### src/rtl/sdr_refresh_pkg.sv
package sdr_refresh_pkg;

   // Command pins driven toward the memory, in a fixed packed order.
   typedef struct packed {
      logic cs_n;
      logic ras_n;
      logic cas_n;
      logic we_n;
      logic cke;
   } sdr_cmd_t;

   localparam sdr_cmd_t CMD_DESEL = '{cs_n: 1'b1, ras_n: 1'b1, cas_n: 1'b1,
                                     we_n: 1'b1, cke: 1'b1};

   localparam sdr_cmd_t CMD_AUTOREF = '{cs_n: 1'b0, ras_n: 1'b0, cas_n: 1'b0,
                                       we_n: 1'b1, cke: 1'b1};

   function automatic logic cmd_is_autoref(sdr_cmd_t c);
      return (c == CMD_AUTOREF);
   endfunction

endpackage

### src/rtl/rfs_interval_timer.sv
module rfs_interval_timer #(
   parameter int unsigned INTERVAL = 1562
) (
   input  logic clk,
   input  logic rst_n,
   output logic tick
);
   localparam int unsigned CW      = (INTERVAL < 2) ? 1 : $clog2(INTERVAL);
   localparam bit          IS_POW2 = ((INTERVAL & (INTERVAL - 1)) == 0);
   localparam logic [CW-1:0] LAST  = CW'(INTERVAL - 1);

   initial begin : chk_params
      assert (INTERVAL >= 2)
         else $fatal(1, "rfs_interval_timer: INTERVAL must be at least 2");
   end

   logic [CW-1:0] cnt_q;

   generate
      if (IS_POW2) begin : g_wrap
         // Power-of-two spacing: the counter wraps by itself.
         always_ff @(posedge clk) begin
            if (!rst_n) cnt_q <= '0;
            else        cnt_q <= cnt_q + 1'b1;
         end
         assign tick = &cnt_q;
      end else begin : g_cmp
         // Any other spacing: compare against the last count and clear.
         always_ff @(posedge clk) begin
            if (!rst_n)             cnt_q <= '0;
            else if (cnt_q == LAST) cnt_q <= '0;
            else                    cnt_q <= cnt_q + 1'b1;
         end
         assign tick = (cnt_q == LAST);
      end
   endgenerate

   // Two ticks can never fall on consecutive edges.
   p_tick_gap_r2 : assert property (@(posedge clk) disable iff (!rst_n)
      tick |=> !tick);

endmodule

### src/rtl/rfs_debt_counter.sv
module rfs_debt_counter #(
   parameter int unsigned DEBT_MAX = 8,
   localparam int unsigned DW      = $clog2(DEBT_MAX + 1)
) (
   input  logic          clk,
   input  logic          rst_n,
   input  logic          inc,
   input  logic          dec,
   output logic [DW-1:0] debt,
   output logic          dropped
);
   localparam logic [DW-1:0] CEIL = DW'(DEBT_MAX);

   initial begin : chk_params
      assert (DEBT_MAX >= 1)
         else $fatal(1, "rfs_debt_counter: DEBT_MAX must be at least 1");
   end

   logic [DW-1:0] debt_q;
   logic          drop_q;

   always_ff @(posedge clk) begin
      if (!rst_n) begin
         debt_q <= '0;
         drop_q <= 1'b0;
      end else begin
         drop_q <= 1'b0;
         if (inc && !dec) begin
            if (debt_q == CEIL) drop_q <= 1'b1;
            else                debt_q <= debt_q + 1'b1;
         end else if (dec && !inc) begin
            debt_q <= debt_q - 1'b1;
         end
      end
   end

   assign debt    = debt_q;
   assign dropped = drop_q;

   // The issuing side may only retire a refresh that is owed.
   p_dec_owed_r7 : assert property (@(posedge clk) disable iff (!rst_n)
      dec |-> (debt_q != '0));

   // The debt moves by one step at most per edge.
   p_debt_step_r7 : assert property (@(posedge clk) disable iff (!rst_n)
      (debt_q == $past(debt_q)) || (debt_q == $past(debt_q) + 1'b1) ||
      (debt_q == $past(debt_q) - 1'b1));

   p_debt_ceiling_r9 : assert property (@(posedge clk) disable iff (!rst_n)
      drop_q |-> (debt_q == CEIL));

endmodule

### src/rtl/rfs_busy_window.sv
module rfs_busy_window #(
   parameter int unsigned BUSY_CYCLES = 7
) (
   input  logic clk,
   input  logic rst_n,
   input  logic start,
   output logic busy
);
   localparam int unsigned BW = $clog2(BUSY_CYCLES + 1);
   localparam logic [BW-1:0] LOAD = BW'(BUSY_CYCLES);

   initial begin : chk_params
      assert (BUSY_CYCLES >= 1)
         else $fatal(1, "rfs_busy_window: BUSY_CYCLES must be at least 1");
   end

   logic [BW-1:0] left_q;

   always_ff @(posedge clk) begin
      if (!rst_n)            left_q <= '0;
      else if (start)        left_q <= LOAD;
      else if (left_q != '0) left_q <= left_q - 1'b1;
   end

   assign busy = (left_q != '0);

   // A new window is never opened while one is running.
   p_start_idle_r6 : assert property (@(posedge clk) disable iff (!rst_n)
      start |-> !busy);

   // A window only opens in response to a start.
   p_busy_opens_r6 : assert property (@(posedge clk) disable iff (!rst_n)
      $rose(busy) |-> $past(start));

endmodule

### src/rtl/sdr_refresh_sched.sv
module sdr_refresh_sched
   import sdr_refresh_pkg::*;
#(
   parameter int unsigned INTERVAL     = 1562,
   parameter int unsigned BUSY_CYCLES  = 7,
   parameter int unsigned DEBT_MAX     = 8,
   parameter int unsigned URGENT_LEVEL = 8
) (
   input  logic                            clk,
   input  logic                            rst_n,
   input  logic                            refresh_grant,
   output logic                            refresh_req,
   output logic                            refresh_urgent,
   output logic                            refresh_busy,
   output logic [$clog2(DEBT_MAX+1)-1:0]   refresh_debt,
   output logic                            refresh_dropped,
   output logic                            sdr_cs_n,
   output logic                            sdr_ras_n,
   output logic                            sdr_cas_n,
   output logic                            sdr_we_n,
   output logic                            sdr_cke
);
   localparam int unsigned DW = $clog2(DEBT_MAX + 1);
   localparam logic [DW-1:0] URGENT_AT = DW'(URGENT_LEVEL);

   initial begin : chk_params
      assert (URGENT_LEVEL >= 1 && URGENT_LEVEL <= DEBT_MAX)
         else $fatal(1, "sdr_refresh_sched: URGENT_LEVEL out of 1..DEBT_MAX");
      assert (BUSY_CYCLES < INTERVAL)
         else $fatal(1, "sdr_refresh_sched: busy window must fit in an interval");
   end

   logic          tick;
   logic          busy;
   logic          accept;
   logic [DW-1:0] debt;
   logic          dropped;
   sdr_cmd_t      cmd_q;

   rfs_interval_timer #(.INTERVAL(INTERVAL)) u_timer (
      .clk   (clk),
      .rst_n (rst_n),
      .tick  (tick)
   );

   rfs_debt_counter #(.DEBT_MAX(DEBT_MAX)) u_debt (
      .clk     (clk),
      .rst_n   (rst_n),
      .inc     (tick),
      .dec     (accept),
      .debt    (debt),
      .dropped (dropped)
   );

   rfs_busy_window #(.BUSY_CYCLES(BUSY_CYCLES)) u_busy (
      .clk   (clk),
      .rst_n (rst_n),
      .start (accept),
      .busy  (busy)
   );

   assign refresh_req    = (debt != '0) && !busy;
   assign refresh_urgent = (debt >= URGENT_AT) && !busy;
   assign accept         = refresh_grant && refresh_req;

   // Registered command stage: auto-refresh for one cycle after acceptance.
   always_ff @(posedge clk) begin
      if (!rst_n)      cmd_q <= CMD_DESEL;
      else if (accept) cmd_q <= CMD_AUTOREF;
      else             cmd_q <= CMD_DESEL;
   end

   assign refresh_busy    = busy;
   assign refresh_debt    = debt;
   assign refresh_dropped = dropped;
   assign sdr_cs_n        = cmd_q.cs_n;
   assign sdr_ras_n       = cmd_q.ras_n;
   assign sdr_cas_n       = cmd_q.cas_n;
   assign sdr_we_n        = cmd_q.we_n;
   assign sdr_cke         = cmd_q.cke;

   // The refresh command lasts a single cycle.
   p_cmd_single_r4 : assert property (@(posedge clk) disable iff (!rst_n)
      cmd_is_autoref(cmd_q) |=> !cmd_is_autoref(cmd_q));

   // The refresh command always sits inside the busy window.
   p_cmd_in_busy_r6 : assert property (@(posedge clk) disable iff (!rst_n)
      cmd_is_autoref(cmd_q) |-> busy);

   // Urgency is only ever shown alongside a live request.
   p_urgent_req_r8 : assert property (@(posedge clk) disable iff (!rst_n)
      refresh_urgent |-> refresh_req);

   // Clock enable is never dropped by this block.
   p_cke_high_r4 : assert property (@(posedge clk) disable iff (!rst_n)
      sdr_cke);

endmodule

### config.mk
export PLATFORM = sky130hd
export DESIGN_NAME = sdr_refresh_sched
export DESIGN_NICKNAME = d
export VERILOG_FILES = /design/src/rtl/sdr_refresh_pkg.sv /design/src/rtl/rfs_interval_timer.sv /design/src/rtl/rfs_debt_counter.sv /design/src/rtl/rfs_busy_window.sv /design/src/rtl/sdr_refresh_sched.sv
export SDC_FILE = /design/constraint.sdc
export NUM_CORES = 1
export LEC_CHECK = 0
export ABC_AREA = 1
export CORE_UTILIZATION = 55
export CTS_CLUSTER_DIAMETER = 30
export DETAILED_ROUTE_END_ITERATION = 6
export DONT_BUFFER_PORTS = 1
export PLACE_DENSITY = 0.71
export SLEW_MARGIN = 10
export SYNTH_ARGS = -nofsm -noshare
export SYNTH_HDL_FRONTEND = slang
export SYNTH_SLANG_ARGS = --single-unit
### constraint.sdc
create_clock -name clk -period 2.4 [get_ports clk]
set_input_delay 0 -clock clk [delete_from_list [all_inputs] [get_ports clk]]
set_output_delay 0 -clock clk [all_outputs]
set_load 0.1 [all_outputs]
==> results by stage <==
Synth:
- In the post-synthesis netlist, the biggest area contributors are dfxtp_1, inv_1, ha_1.
- inv_1 is the most common cell in the netlist.
- Counting distinct cell types in the post-synthesis netlist gives 29.
- The main flop type after synthesis is dfxtp_1.
- The synthesis warning total is 0.
- After synthesis, flip-flops and latches occupy 36.53% of the total area.
- The cell taking the most area after synthesis is dfxtp_1.
- The post-synthesis instance total is 148.
- Sorting the synthesized cells by how often they occur yields inv_1, dfxtp_1, nand2_1.
- The synthesized area per cell is 7.406 µm².
- In this run the cell area of the synthesized design comes to 0.001096 mm².
- The area share of the leading cell type in the synthesized netlist is 36.53%.
- The number of synthesized register bits is 20.
- Counting flops with a built-in enable in the synthesized netlist gives 0.
- The post-synthesis async set-or-reset flop share is 0%.

STA:
- The worst clock skew is 2.392 ps.
- Setup repair after global routing left no endpoint under its margin.
- Final hold analysis gives a worst-case slack of 41.40 ps.
- The final worst setup slack is 414.7 ps.
- The final worst-path cycle share is 82.72%.
- The number of setup violations in the final report is 0.
- The number of hold-slack violations in the final timing report is 0.
- The count of pins over their slew limit was 0.
- The final critical-path required period is 1985 ps.
- Measured against its own limit, the worst slew margin works out to 38.22%.
- For the pin with the worst max-slew slack, the measured transition is 925.4 ps.
- The maximum achievable frequency is 503.7 MHz.

Die:
- For this design the top-level I/O count stands at 16.
- The width of the die is 46.64 µm.
- The cell row count is 15.
- The full die area is 0.002175 mm².
- The starting density of the core is 60.83%.
- After floorplanning, the core was sized to cover 0.001802 mm².
- The die boundary height is 46.64 µm.

Pwr:
- The switching fraction of total power is 52.48%.
- Dividing total power by cell area gives a power density of 1127 mW/mm².
- Per report_power, the sequential group accounts for 29.1% of the total.
- VDD sags by at most 870.7 µV.
- The relative contribution of combinational cells to total power is 57.1%.
- The analysis attributes to net switching a power of 717.8 µW.
- The share of total power dissipated in the clock network is 13.8%.
- For this design the static power due to leakage is 0.4974 nW.
- The internal portion of the total power is 649.8 µW.

Layout:
- The total area of sequential cells is 401.6 µm².
- The core occupancy in the finished layout is 67.36%.
- The synthesis-to-layout area growth is 10.73%.
- In the final layout, the share of cells above drive strength 1 is 17.83%.
- The multi-input combinational cells in the finished layout cover a total of 576.8 µm².
- The net count of the finished layout is 167.
- The number of fill cells in the layout is 168.
- The diode insertion count for antenna repair is 0.

Drt:
- The final layout contains routed wiring with a total length of 1892 µm.
- The number of optimization iterations in the first detailed-route pass is 4.
- For this block, the initial DRC count from the detailed router was 34.
- After detailed routing, the number of remaining DRC violations is 0.
- The average via count per standard cell is 5.016.
- The detail-routed net length per standard cell is 10.40 µm.
- In this run the remaining antenna-violating nets after routing total 0.
- The total via count in the routed design is 913.

GRT:
- The first global-routing pass estimated 3291 µm of wire.
- Summed over all layers, the global routing overflow is 0.
- The largest net degree at the start of global routing is 12.
- Global routing used 21.19% of the available tracks.
- The number of antenna violations at the first check in global routing came to 0.
- The via count of the first global-routing pass is 804.

CTS:
- The post-cts gate resize count is 0.
- In this run the deepest clock path goes through 2 buffers.
- For the worst-skew pair, the clock arrives at the later sink with an insertion delay of 290 ps.
- CTS built an H-tree with a depth of 1.
- The master cell of the clock root buffer is clkbuf_4.
- The number of hold buffers added after CTS was 1.
- After clock tree synthesis, the clock-pin slew on the worst setup and hold paths is 110 ps.
- The tree built by TritonCTS fans out to 20 sinks.
- The total CTS buffers is 3.
- TritonCTS built the clock tree.
- Buffers added to address setup during post-CTS repair amount to 0.

Worst setup path:
- The critical path goes through inv_1 > ha_1 > inv_1 > nor2_1 > nand3_2 > nand2_4 > ha_1 > nand2_1 > nand3b_2 > nand3_1 > nand2_1 > nor2_1 > nor2_1.
- The timing startpoint of the critical path is u_busy.left_q[0].
- STA puts the critical path data required time at 2600 ps.
- The startpoint-to-endpoint class of the critical path is flop to flop.
- The largest fanout of any net on the critical path is 6.
- The worst setup path is captured at a flop.
- The type of origin of the critical path is a flop.
- The worst register-to-register path begins at u_busy.left_q[0].
- The largest single stage delay on the critical path is 320 ps.
- The slowest stage of the critical path belongs to the cell dfxtp_1.
- For the worst setup path, the data arrival time is 2180 ps.
- The most common cell type on the critical path is nor2_1.

Worst hold path:
- The worst min-delay path startpoint is refresh_grant.
- The type of the tightest min-delay check is primary input to flop.

Placement:
- The post-placement worst setup slack is 437.5 ps.
- During placement, the flow inserted port buffers numbering 0.
- The weighted congestion at the end of routability-driven global placement is 0.7966.
- The HPWL after detailed placement is 1420 µm.

Run status:
- The flow ran to the end, and the final reports show no timing, DRC or antenna violations.

Flow run:
- The number of max-cap violations is 0.
-- metrics by stage --
stage | TNS [ps] | instances | area, µm² | total power, mW
2_1_floorplan | -40.52 | 149 | 1109 | 1.073
3_3_place_gp | 0 | 177 | 1167 | 1.171
3_5_place_dp | 0 | 177 | 1167 | 1.183
4_1_cts | 0 | 182 | 1214 | 1.380
5_1_grt | 0 | 182 | 1214 | 1.458
6_report | 0 | 182 | 1214 | 1.368
-- cell families after synthesis --
logic type	Yosys count	synth area share, %
xor+xnor	2	1.598
simple gates	63	29.22
compound gates	25	13.47
other cells	1	0.3421
fa+ha+maj	6	6.849
flops	20	36.53
buf+inv	31	11.99
-- routing by layer --
layer,track usage (%),share of wire (%),up-vias
li1,-,-,492
met1,27.79,51,398
met2,34.44,44,19
met3,3.922,4.1,4
met4,7.429,1.4,0
met5,0,0,-
-- power groups by stage --
stage | Combinational, mW | Sequential, mW | Clock, mW
2_1_floorplan | 0.508 | 0.565 | 0
6_report | 0.781 | 0.398 | 0.189
3_5_place_dp | 0.776 | 0.407 | 0
3_3_place_gp | 0.767 | 0.404 | 0
4_1_cts | 0.782 | 0.399 | 0.198
5_1_grt | 0.846 | 0.405 | 0.207
-- sequential cells by signal, indices dropped and copies added (netlist names) --
signal	count
u_timer.cnt_q	11
u_debt.debt	4
u_busy.left_q	3
sdr_cs_n	1
u_debt.dropped	1
-- worst max-delay path, delay by kind of cell (launching register included) --
kind	cells	cell delay, ps
DFF	1	320
buffers and inverters	2	120
and+or+nand+nor	9	1120
adders and majority gates	2	340
-- cells in the final DEF, fill, tap and decap left out --
cell,count
a21oi_1,9
a21oi_2,2
a31oi_1,1
a31oi_2,1
buf_4,8
clkbuf_4,3
clkbuf_8,1
clkinv_1,1
conb_1,2
dfxtp_1,19
dfxtp_2,1
dlygate4sd3_1,1
ha_1,6
inv_1,24
inv_2,1
nand2_1,19
nand2_2,3
nand2_4,1
nand3_1,8
nand3_2,3
nand3b_2,1
nand4_1,3
nor2_1,16
nor2_2,1
nor2_4,1
nor3_1,3
nor3b_1,3
o211ai_1,1
o21ai_0,5
o21ai_1,2
o21bai_1,3
o31ai_1,1
or2_2,1
xnor2_1,2
-- final timing paths --
kind | cells past startpoint | slack [ps] | endpoint
max | 13 | 410 | u_debt.debt[3]
min | 3 | 40 | sdr_cs_n
max reg2reg | 13 | 410 | u_debt.debt[3]
min reg2reg | 2 | 480 | u_timer.cnt_q[10]
-- area by class of cell --
type	instances	share of cell area, %
Clock buffer	4	2.990
Multi-Input combinational cell	98	47.53
Tap cell	25	2.577
Sequential cell	20	33.09
Timing Repair Buffer	9	5.773
Inverter	26	8.041
Note: power is estimated with default switching activity, not from simulation.
